===== config.mk =====
export PLATFORM = sky130hd
export DESIGN_NAME = irq_nest_arbiter
export DESIGN_NICKNAME = d
export VERILOG_FILES = /design/src/rtl/irq_nest_pkg.sv /design/src/rtl/irq_prio_store.sv /design/src/rtl/irq_pick_tree.sv /design/src/rtl/irq_lvl_stack.sv /design/src/rtl/irq_nest_arbiter.sv
export SDC_FILE = /design/constraint.sdc
export NUM_CORES = 2
export LEC_CHECK = 0
export ABC_AREA = 1
export BUFFER_PORTS_ARGS = -buffer_cell sky130_fd_sc_hd__buf_4
export CORE_AREA = 3 3 340 342
export DETAILED_ROUTE_END_ITERATION = 6
export DIE_AREA = 0 0 343 345
export PLACE_DENSITY = 0.84
export SETUP_SLACK_MARGIN = 0.1
export SYNTH_ARGS = -nofsm -noshare
export SYNTH_HDL_FRONTEND = slang
export SYNTH_SLANG_ARGS = --single-unit

===== constraint.sdc =====
create_clock -name clk -period 29.8 [get_ports clk]
set_input_delay 1.49 -clock clk [delete_from_list [all_inputs] [get_ports clk]]
set_output_delay 1.49 -clock clk [all_outputs]
set_load 0.02 [all_outputs]

===== src/rtl/irq_nest_pkg.sv =====
// Shared types for the nested interrupt priority resolver.
// Assumes: one resolver instance per core; no parameters live here.
package irq_nest_pkg;

    // Control state of the entry sequencer.
    typedef enum logic {
        ST_RUN   = 1'b0,   // handler (or thread) running, decisions allowed
        ST_STACK = 1'b1    // fixed state-saving wait before a handler starts
    } nest_state_e;

endpackage


===== src/rtl/irq_prio_store.sv =====
// Priority field storage for all sources.
// Keeps only the upper LVL_W bits of each PRIO_W-bit field and returns zero in
// the dropped low bits. Writes and reads outside 0..NUM_SRC-1 have no effect
// and read as zero. Assumes LVL_W < PRIO_W.
module irq_prio_store #(
    parameter int NUM_SRC = 112,
    parameter int PRIO_W  = 8,
    parameter int LVL_W   = 6,
    parameter int ID_W    = 7
) (
    input  logic                       clk,
    input  logic                       rst_n,
    input  logic                       we_i,
    input  logic [ID_W-1:0]            waddr_i,
    input  logic [PRIO_W-1:0]          wdata_i,
    input  logic [ID_W-1:0]            raddr_i,
    output logic [PRIO_W-1:0]          rdata_o,
    output logic [NUM_SRC*LVL_W-1:0]   lvl_flat_o
);

    localparam int DROP_W = PRIO_W - LVL_W;

    logic [LVL_W-1:0] lvl_q [NUM_SRC];
    logic             wr_hit;
    logic             rd_hit;
    logic             unused_low_bits;

    // The dropped low bits of the write data are intentionally discarded.
    assign unused_low_bits = ^wdata_i[DROP_W-1:0];

    assign wr_hit = we_i && (int'(waddr_i) < NUM_SRC);
    assign rd_hit = int'(raddr_i) < NUM_SRC;

    // Capture the upper bits of a write into the addressed slot.
    always_ff @(posedge clk) begin
        if (!rst_n) begin
            for (int i = 0; i < NUM_SRC; i++) begin
                lvl_q[i] <= '0;
            end
        end else if (wr_hit) begin
            lvl_q[waddr_i] <= wdata_i[PRIO_W-1:DROP_W];
        end
    end

    // Read back the stored level aligned to the top of the field.
    always_comb begin
        rdata_o = '0;
        if (rd_hit) begin
            rdata_o = PRIO_W'(lvl_q[raddr_i]) << DROP_W;
        end
    end

    // Present all levels as one flat vector for the selection tree.
    for (genvar i = 0; i < NUM_SRC; i++) begin : g_flat
        assign lvl_flat_o[i*LVL_W +: LVL_W] = lvl_q[i];
    end

endmodule


===== src/rtl/irq_pick_tree.sv =====
// Combinational tournament that finds the most urgent pending source.
// Pads the sources to a power of two and compares pairs level by level. At
// each node the left (lower index) side wins unless the right side is pending
// and strictly more urgent, so ties resolve to the lower index.
module irq_pick_tree #(
    parameter int NUM_SRC = 112,
    parameter int LVL_W   = 6,
    parameter int ID_W    = 7
) (
    input  logic [NUM_SRC-1:0]       pend_i,
    input  logic [NUM_SRC*LVL_W-1:0] lvl_flat_i,
    output logic                     best_v_o,
    output logic [ID_W-1:0]          best_id_o,
    output logic [LVL_W-1:0]         best_lvl_o
);

    localparam int DEPTH = $clog2(NUM_SRC);
    localparam int NP    = 1 << DEPTH;

    for (genvar lv = 0; lv <= DEPTH; lv++) begin : g_lvl
        localparam int W = NP >> lv;
        logic             v   [W];
        logic [ID_W-1:0]  id  [W];
        logic [LVL_W-1:0] lvl [W];

        if (lv == 0) begin : g_leaf
            for (genvar j = 0; j < W; j++) begin : g_j
                if (j < NUM_SRC) begin : g_real
                    // Leaf for a real source.
                    assign v[j]   = pend_i[j];
                    assign id[j]  = ID_W'(j);
                    assign lvl[j] = lvl_flat_i[j*LVL_W +: LVL_W];
                end else begin : g_pad
                    // Padding leaf that never wins.
                    assign v[j]   = 1'b0;
                    assign id[j]  = '0;
                    assign lvl[j] = '1;
                end
            end
        end else begin : g_node
            for (genvar j = 0; j < W; j++) begin : g_j
                logic take_r;
                // Right child wins only when pending and strictly more urgent.
                assign take_r = g_lvl[lv-1].v[2*j+1] &&
                                (!g_lvl[lv-1].v[2*j] ||
                                 (g_lvl[lv-1].lvl[2*j+1] < g_lvl[lv-1].lvl[2*j]));
                assign v[j]   = g_lvl[lv-1].v[2*j] | g_lvl[lv-1].v[2*j+1];
                assign id[j]  = take_r ? g_lvl[lv-1].id[2*j+1]  : g_lvl[lv-1].id[2*j];
                assign lvl[j] = take_r ? g_lvl[lv-1].lvl[2*j+1] : g_lvl[lv-1].lvl[2*j];
            end
        end
    end

    assign best_v_o   = g_lvl[DEPTH].v[0];
    assign best_id_o  = g_lvl[DEPTH].id[0];
    assign best_lvl_o = g_lvl[DEPTH].lvl[0];

endmodule


===== src/rtl/irq_lvl_stack.sv =====
// Stack of active levels, one entry per nested handler.
// Push adds a level, pop restores the one beneath, and replace overwrites the
// top entry without changing the depth. An empty stack (or a missing entry
// beneath the top) reads as the idle code 2^LVL_W, which is less urgent than
// any real level. Assumes at most one of push/pop/replace per cycle and no
// push when full.
module irq_lvl_stack #(
    parameter int LVL_W = 6
) (
    input  logic             clk,
    input  logic             rst_n,
    input  logic             push_i,
    input  logic             pop_i,
    input  logic             repl_i,
    input  logic [LVL_W-1:0] din_i,
    output logic [LVL_W:0]   top_o,
    output logic [LVL_W:0]   below_o,
    output logic [LVL_W:0]   sp_o,
    output logic             full_o
);

    localparam int DEPTH = 1 << LVL_W;
    localparam int SP_W  = LVL_W + 1;
    localparam logic [LVL_W:0] IDLE_LVL = {1'b1, {LVL_W{1'b0}}};

    logic [LVL_W-1:0] mem_q [DEPTH];
    logic [SP_W-1:0]  sp_q;
    logic [SP_W-1:0]  sp_m1;
    logic [SP_W-1:0]  sp_m2;
    logic [LVL_W-1:0] top_idx;
    logic [LVL_W-1:0] below_idx;

    assign sp_m1     = sp_q - SP_W'(1);
    assign sp_m2     = sp_q - SP_W'(2);
    assign top_idx   = sp_m1[LVL_W-1:0];
    assign below_idx = sp_m2[LVL_W-1:0];

    // Update the depth and the entries on push, replace or pop.
    always_ff @(posedge clk) begin
        if (!rst_n) begin
            sp_q <= '0;
            for (int i = 0; i < DEPTH; i++) begin
                mem_q[i] <= '0;
            end
        end else if (push_i) begin
            mem_q[sp_q[LVL_W-1:0]] <= din_i;
            sp_q                   <= sp_q + SP_W'(1);
        end else if (repl_i) begin
            mem_q[top_idx] <= din_i;
        end else if (pop_i) begin
            sp_q <= sp_m1;
        end
    end

    // Present the top and the entry beneath, or idle where none exists.
    always_comb begin
        top_o   = (sp_q == '0) ? IDLE_LVL : {1'b0, mem_q[top_idx]};
        below_o = (sp_q < SP_W'(2)) ? IDLE_LVL : {1'b0, mem_q[below_idx]};
    end

    assign sp_o   = sp_q;
    assign full_o = (sp_q == SP_W'(DEPTH));

endmodule


===== src/rtl/irq_nest_arbiter.sv =====
// Nested interrupt priority resolver (top).
// Combines the priority store, the selection tree and the active-level stack.
// A strictly more urgent pending source starts a fixed ENTRY_LAT-cycle wait
// that stands in for state saving; when it ends, the handler entry is
// reported and its level pushed. A return pops the stack unless a pending
// source beats the restored level; in that case the top entry is replaced
// directly (tail-chain). Assumes pending lines stay high until the source's
// entry is reported, and ENTRY_LAT >= 1.
module irq_nest_arbiter #(
    parameter int NUM_SRC   = 112,
    parameter int PRIO_W    = 8,
    parameter int LVL_W     = 6,
    parameter int ENTRY_LAT = 12,
    parameter int ID_W      = $clog2(NUM_SRC)
) (
    input  logic               clk,
    input  logic               rst_n,
    input  logic [NUM_SRC-1:0] pend_i,
    input  logic               prio_we_i,
    input  logic [ID_W-1:0]    prio_waddr_i,
    input  logic [PRIO_W-1:0]  prio_wdata_i,
    input  logic [ID_W-1:0]    prio_raddr_i,
    output logic [PRIO_W-1:0]  prio_rdata_o,
    input  logic               exc_ret_i,
    output logic               sel_valid_o,
    output logic [ID_W-1:0]    sel_id_o,
    output logic               preempt_o,
    output logic               enter_o,
    output logic [ID_W-1:0]    enter_id_o,
    output logic               tail_o,
    output logic [LVL_W:0]     act_lvl_o
);

    import irq_nest_pkg::*;

    localparam int CNT_W = $clog2(ENTRY_LAT + 1);

    logic [NUM_SRC*LVL_W-1:0] lvl_flat;
    logic                     best_v;
    logic [ID_W-1:0]          best_id;
    logic [LVL_W-1:0]         best_lvl;

    logic [LVL_W:0]           stk_top;
    logic [LVL_W:0]           stk_below;
    logic [LVL_W:0]           stk_sp;
    logic                     stk_full;
    logic                     stk_push;
    logic                     stk_pop;
    logic                     stk_repl;
    logic [LVL_W-1:0]         stk_din;

    nest_state_e              state_q;
    logic [CNT_W-1:0]         cnt_q;
    logic [ID_W-1:0]          hold_id_q;
    logic [LVL_W-1:0]         hold_lvl_q;

    logic                     ret_ok;
    logic                     do_tail;
    logic                     do_pre;
    logic                     wait_done;

    irq_prio_store #(
        .NUM_SRC (NUM_SRC),
        .PRIO_W  (PRIO_W),
        .LVL_W   (LVL_W),
        .ID_W    (ID_W)
    ) u_store (
        .clk        (clk),
        .rst_n      (rst_n),
        .we_i       (prio_we_i),
        .waddr_i    (prio_waddr_i),
        .wdata_i    (prio_wdata_i),
        .raddr_i    (prio_raddr_i),
        .rdata_o    (prio_rdata_o),
        .lvl_flat_o (lvl_flat)
    );

    irq_pick_tree #(
        .NUM_SRC (NUM_SRC),
        .LVL_W   (LVL_W),
        .ID_W    (ID_W)
    ) u_tree (
        .pend_i     (pend_i),
        .lvl_flat_i (lvl_flat),
        .best_v_o   (best_v),
        .best_id_o  (best_id),
        .best_lvl_o (best_lvl)
    );

    irq_lvl_stack #(
        .LVL_W (LVL_W)
    ) u_stack (
        .clk     (clk),
        .rst_n   (rst_n),
        .push_i  (stk_push),
        .pop_i   (stk_pop),
        .repl_i  (stk_repl),
        .din_i   (stk_din),
        .top_o   (stk_top),
        .below_o (stk_below),
        .sp_o    (stk_sp),
        .full_o  (stk_full)
    );

    // Decide return handling, tail-chain and preemption for this cycle.
    always_comb begin
        ret_ok    = exc_ret_i && (state_q == ST_RUN) && (stk_sp != '0);
        do_tail   = ret_ok && best_v && ({1'b0, best_lvl} < stk_below);
        do_pre    = (state_q == ST_RUN) && !ret_ok && best_v &&
                    ({1'b0, best_lvl} < stk_top);
        wait_done = (state_q == ST_STACK) && (cnt_q == '0);
    end

    // Drive the stack from the decisions.
    always_comb begin
        stk_push = wait_done;
        stk_repl = do_tail;
        stk_pop  = ret_ok && !do_tail;
        stk_din  = do_tail ? best_lvl : hold_lvl_q;
    end

    // Sequence the state-saving wait and hold the chosen source through it.
    always_ff @(posedge clk) begin
        if (!rst_n) begin
            state_q    <= ST_RUN;
            cnt_q      <= '0;
            hold_id_q  <= '0;
            hold_lvl_q <= '0;
        end else begin
            case (state_q)
                ST_RUN: begin
                    if (do_pre) begin
                        state_q    <= ST_STACK;
                        cnt_q      <= CNT_W'(ENTRY_LAT - 1);
                        hold_id_q  <= best_id;
                        hold_lvl_q <= best_lvl;
                    end
                end
                default: begin
                    if (cnt_q == '0) begin
                        state_q <= ST_RUN;
                    end else begin
                        cnt_q <= cnt_q - CNT_W'(1);
                    end
                end
            endcase
        end
    end

    // Outputs.
    assign sel_valid_o = best_v;
    assign sel_id_o    = best_id;
    assign preempt_o   = do_pre;
    assign enter_o     = wait_done | do_tail;
    assign enter_id_o  = do_tail ? best_id : hold_id_q;
    assign tail_o      = do_tail;
    assign act_lvl_o   = stk_top;

endmodule



==> results.sh <==
export IMPL_core_um2=112700
export IMPL_cts_setup_buffers=0
export IMPL_clk_latency_ns=0.76
export IMPL_crit_path_top_delay_cell="o21ai_0"
export IMPL_fin_skew_ns=0.06837
export IMPL_hold_buffers=0
export IMPL_hold_start="hold_id_q[3]"
export IMPL_outcome="finished with violations"
export IMPL_max_clock_freq_mhz=61.51
export IMPL_first_pass_iters=7
export IMPL_grt_antenna_before_repair=19
export IMPL_area_delta_synth_final_pct=7.056
export IMPL_pre_cts_slack_ns=14.29
export IMPL_yosysTopAreaCellShare=0.4083
export IMPL_synth_edff_count=1056
export IMPL_whs_endpoint="hold_id_q[3]"
export IMPL_ctsLongestPathBuffers=3
export IMPL_grt_overflow=0
export IMPL_port_buffers=166
export IMPL_r2r_start="u_store.lvl_q[60][5]"
export IMPL_die_w_um=343
export IMPL_min_path_type="reg -> reg"
export IMPL_period_share=0.5456
export IMPL_cts_buffers=112
export IMPL_syn_inst=10360
export IMPL_rsz0062_at_grt="no"
export IMPL_dieArea_um2=118300
export IMPL_grt_pass1_vias=68930
export IMPL_cp_arrival_ns=14.77
export IMPL_dp_hpwl_mm=176.7
export IMPL_clock_sinks=1081
export IMPL_ctsHtreeMaxLevel=3
export IMPL_setup_tns_final_ns=0
export IMPL_max_stage_delay_ns=1.00
export IMPL_ys_types=58
export IMPL_track_usage=0.4170
export IMPL_violations="DRC, capacitance limit, slew limit"
export IMPL_ioPinCount=171
export IMPL_root_buffer="clkbuf_16"
export IMPL_wl_per_cell_um=21.60
export IMPL_wirelength_mm=254.2
export IMPL_drv_cap=1
export IMPL_clkSlewWorstSetupHoldPaths_ns=0.06
export IMPL_path_class="reg -> out"
export IMPL_synthArstFlopShare=0
export IMPL_first_iter_violations=10370
export IMPL_timing_hold_ws_ns=0.4560
export IMPL_fp_row_count=123
export IMPL_r2r_slack_ns=14.31
export IMPL_slew_headroom=-0.05242
export IMPL_grt_pass1_wl_mm=384.1
export IMPL_ys_top_cells_by_area="edfxtp_1 (41%), nand2_1 (11%), ha_1 (8.6%)"
export IMPL_tightest_slew_ns=1.559
export IMPL_avgSynthCellArea_um2=7.496
export IMPL_rr_endpoint="u_stack.mem_q[35][5]"
export IMPL_yosys_warnings=0
export IMPL_ant_nets=0
export IMPL_die_h_um=345
export IMPL_vias=74510
export IMPL_start_util=0.6894
export IMPL_drc=45
export IMPL_cp_common_cell="nand2_1"
export IMPL_hold_viol_final=0
export IMPL_fin_ws_ns=13.54
export IMPL_worstPathMaxFanout=21
export IMPL_grt_max_degree=186
export IMPL_min_delay_path_depth=2
export IMPL_ys_seq_area_frac=0.4147
export IMPL_syn_area_um2=77670
export IMPL_worstSetupStartpointType="flop"
export IMPL_slew_violations=2
export IMPL_cts_tree="built"
export IMPL_reg2regPathDepth=76
export IMPL_cts_resized=0
export IMPL_synth_ff_type="edfxtp_1"
export IMPL_setup_viol=0
export IMPL_final_nets=10830
export IMPL_end_kind="primary output"
export IMPL_ys_ff_latch=1081
export IMPL_avgViaCountPerCell=6.331
export IMPL_finalCriticalPeriod_ns=16.26
export IMPL_critPathRequiredTime_ns=28.31
export IMPL_place_congestion=0.9810
export IMPL_yosysTopAreaCell="edfxtp_1"
export IMPL_layout_drive_gt1_share=0.06213
==> Yosys cell counts, types with 7 or more instances <==
cell and count:
a211oi_1 28, a21boi_0 9, a21o_1 42, a21oi_1 773
a221oi_1 8, a22oi_1 17, a31oi_1 44, buf_1 39
buf_2 55, buf_4 19, buf_6 8, clkbuf_1 436
clkinv_1 10, dfxtp_1 25, edfxtp_1 1056, ha_1 533
inv_1 900, inv_2 26, nand2_1 2315, nand2_2 85
nand3_1 513, nand3_2 7, nand3b_1 36, nand4_1 29
nor2_1 1734, nor3_1 10, nor4_1 8, o211ai_1 222
o21a_1 18, o21ai_0 1144, o21ai_1 30, o21bai_1 21
o221ai_1 27, o311ai_0 14, or2_2 55, xor2_1 7
==> area by class of cell <==
class	count	area [um^2]
Inverter	936	3552
Multi-Input combinational cell	7788	39770
Sequential cell	1081	32220
Antenna cell	17	42.54
Clock buffer	131	2884
Fill cell	8677	29510
Tap cell	1500	1877
Clock inverter	81	1013
Timing Repair Buffer	235	1787
==> per-layer routing <==
layer	share of wire	routed length, um	up-vias	global-route usage
li1	-	-	34610	-
met1	0.36	92150	34090	0.5319
met2	0.45	113400	4779	0.6498
met3	0.13	31810	1019	0.09125
met4	0.066	16730	8	0.2541
met5	0.00024	60	-	0
==> worst max-delay path: cells and delay by family (launching register included) <==
| family | cells | cell delay, ns |
|---|---|---|
| AO/OA/AOI/OAI | 14 | 4.82 |
| adder cells (fa/ha/maj) | 8 | 2.49 |
| buffers and inverters | 11 | 1.77 |
| flip-flops | 1 | 0.39 |
| AND/OR/NAND/NOR | 40 | 4.45 |
==> state kept, by name, summed over array words and instances (netlist names) <==
signal / cells
u_stack.sp_o: 7
cnt_q: 4
hold_id_q: 7
u_store.lvl_q: 672
state_q: 1
hold_lvl_q: 6
u_stack.mem_q: 384
==> placed cells by master (no fill, tap or decap), types with 44 or more instances in the layout <==
cell type / netlist / final
nand2_1: 2315 / 2315
nor2_1: 1734 / 1733
o21ai_0: 1144 / 1144
edfxtp_1: 1056 / 1056
inv_1: 900 / 891
a21oi_1: 773 / 773
ha_1: 533 / 532
nand3_1: 513 / 513
buf_4: 19 / 232
o211ai_1: 222 / 222
clkbuf_16: 0 / 112
nand2_2: 85 / 85
or2_2: 55 / 55
a31oi_1: 44 / 44
==> cell families after synthesis <==
logic type / after synthesis / share of synthesized area
other cells: 1 / 0.00004828
simple gates: 4822 / 0.2517
compound gates: 2422 / 0.1719
fa+ha+maj: 533 / 0.08587
flops: 1081 / 0.4147
buf+inv: 1493 / 0.07473
xor+xnor: 9 / 0.001015
==> worst max-delay path by stage <==
stage	cells after the start	end	from	slack, ns
2_1_floorplan	78	enter_id_o[1]	pend_i[94]	17.50
3_3_place_gp	72	enter_id_o[6]	pend_i[60]	14.39
3_5_place_dp	72	enter_id_o[6]	pend_i[60]	14.29
4_1_cts	76	enter_id_o[6]	u_store.lvl_q[60][5]	13.96
5_1_grt	78	enter_id_o[4]	u_store.lvl_q[60][5]	12.33
6_report	73	enter_id_o[6]	u_store.lvl_q[60][5]	13.54
==> metrics by stage <==
step	instance area, um^2	utilization	cells
2_1_floorplan	77670	-	10360
3_3_place_gp	79210	0.7031	11540
3_5_place_dp	79210	0.7031	11540
4_1_cts	83100	0.7377	11750
5_1_grt	83120	0.7379	11760
6_report	83150	0.7381	11770
Power is not shown: default switching activity piles up to over one toggle a cycle in this logic, so the estimate is an artifact.
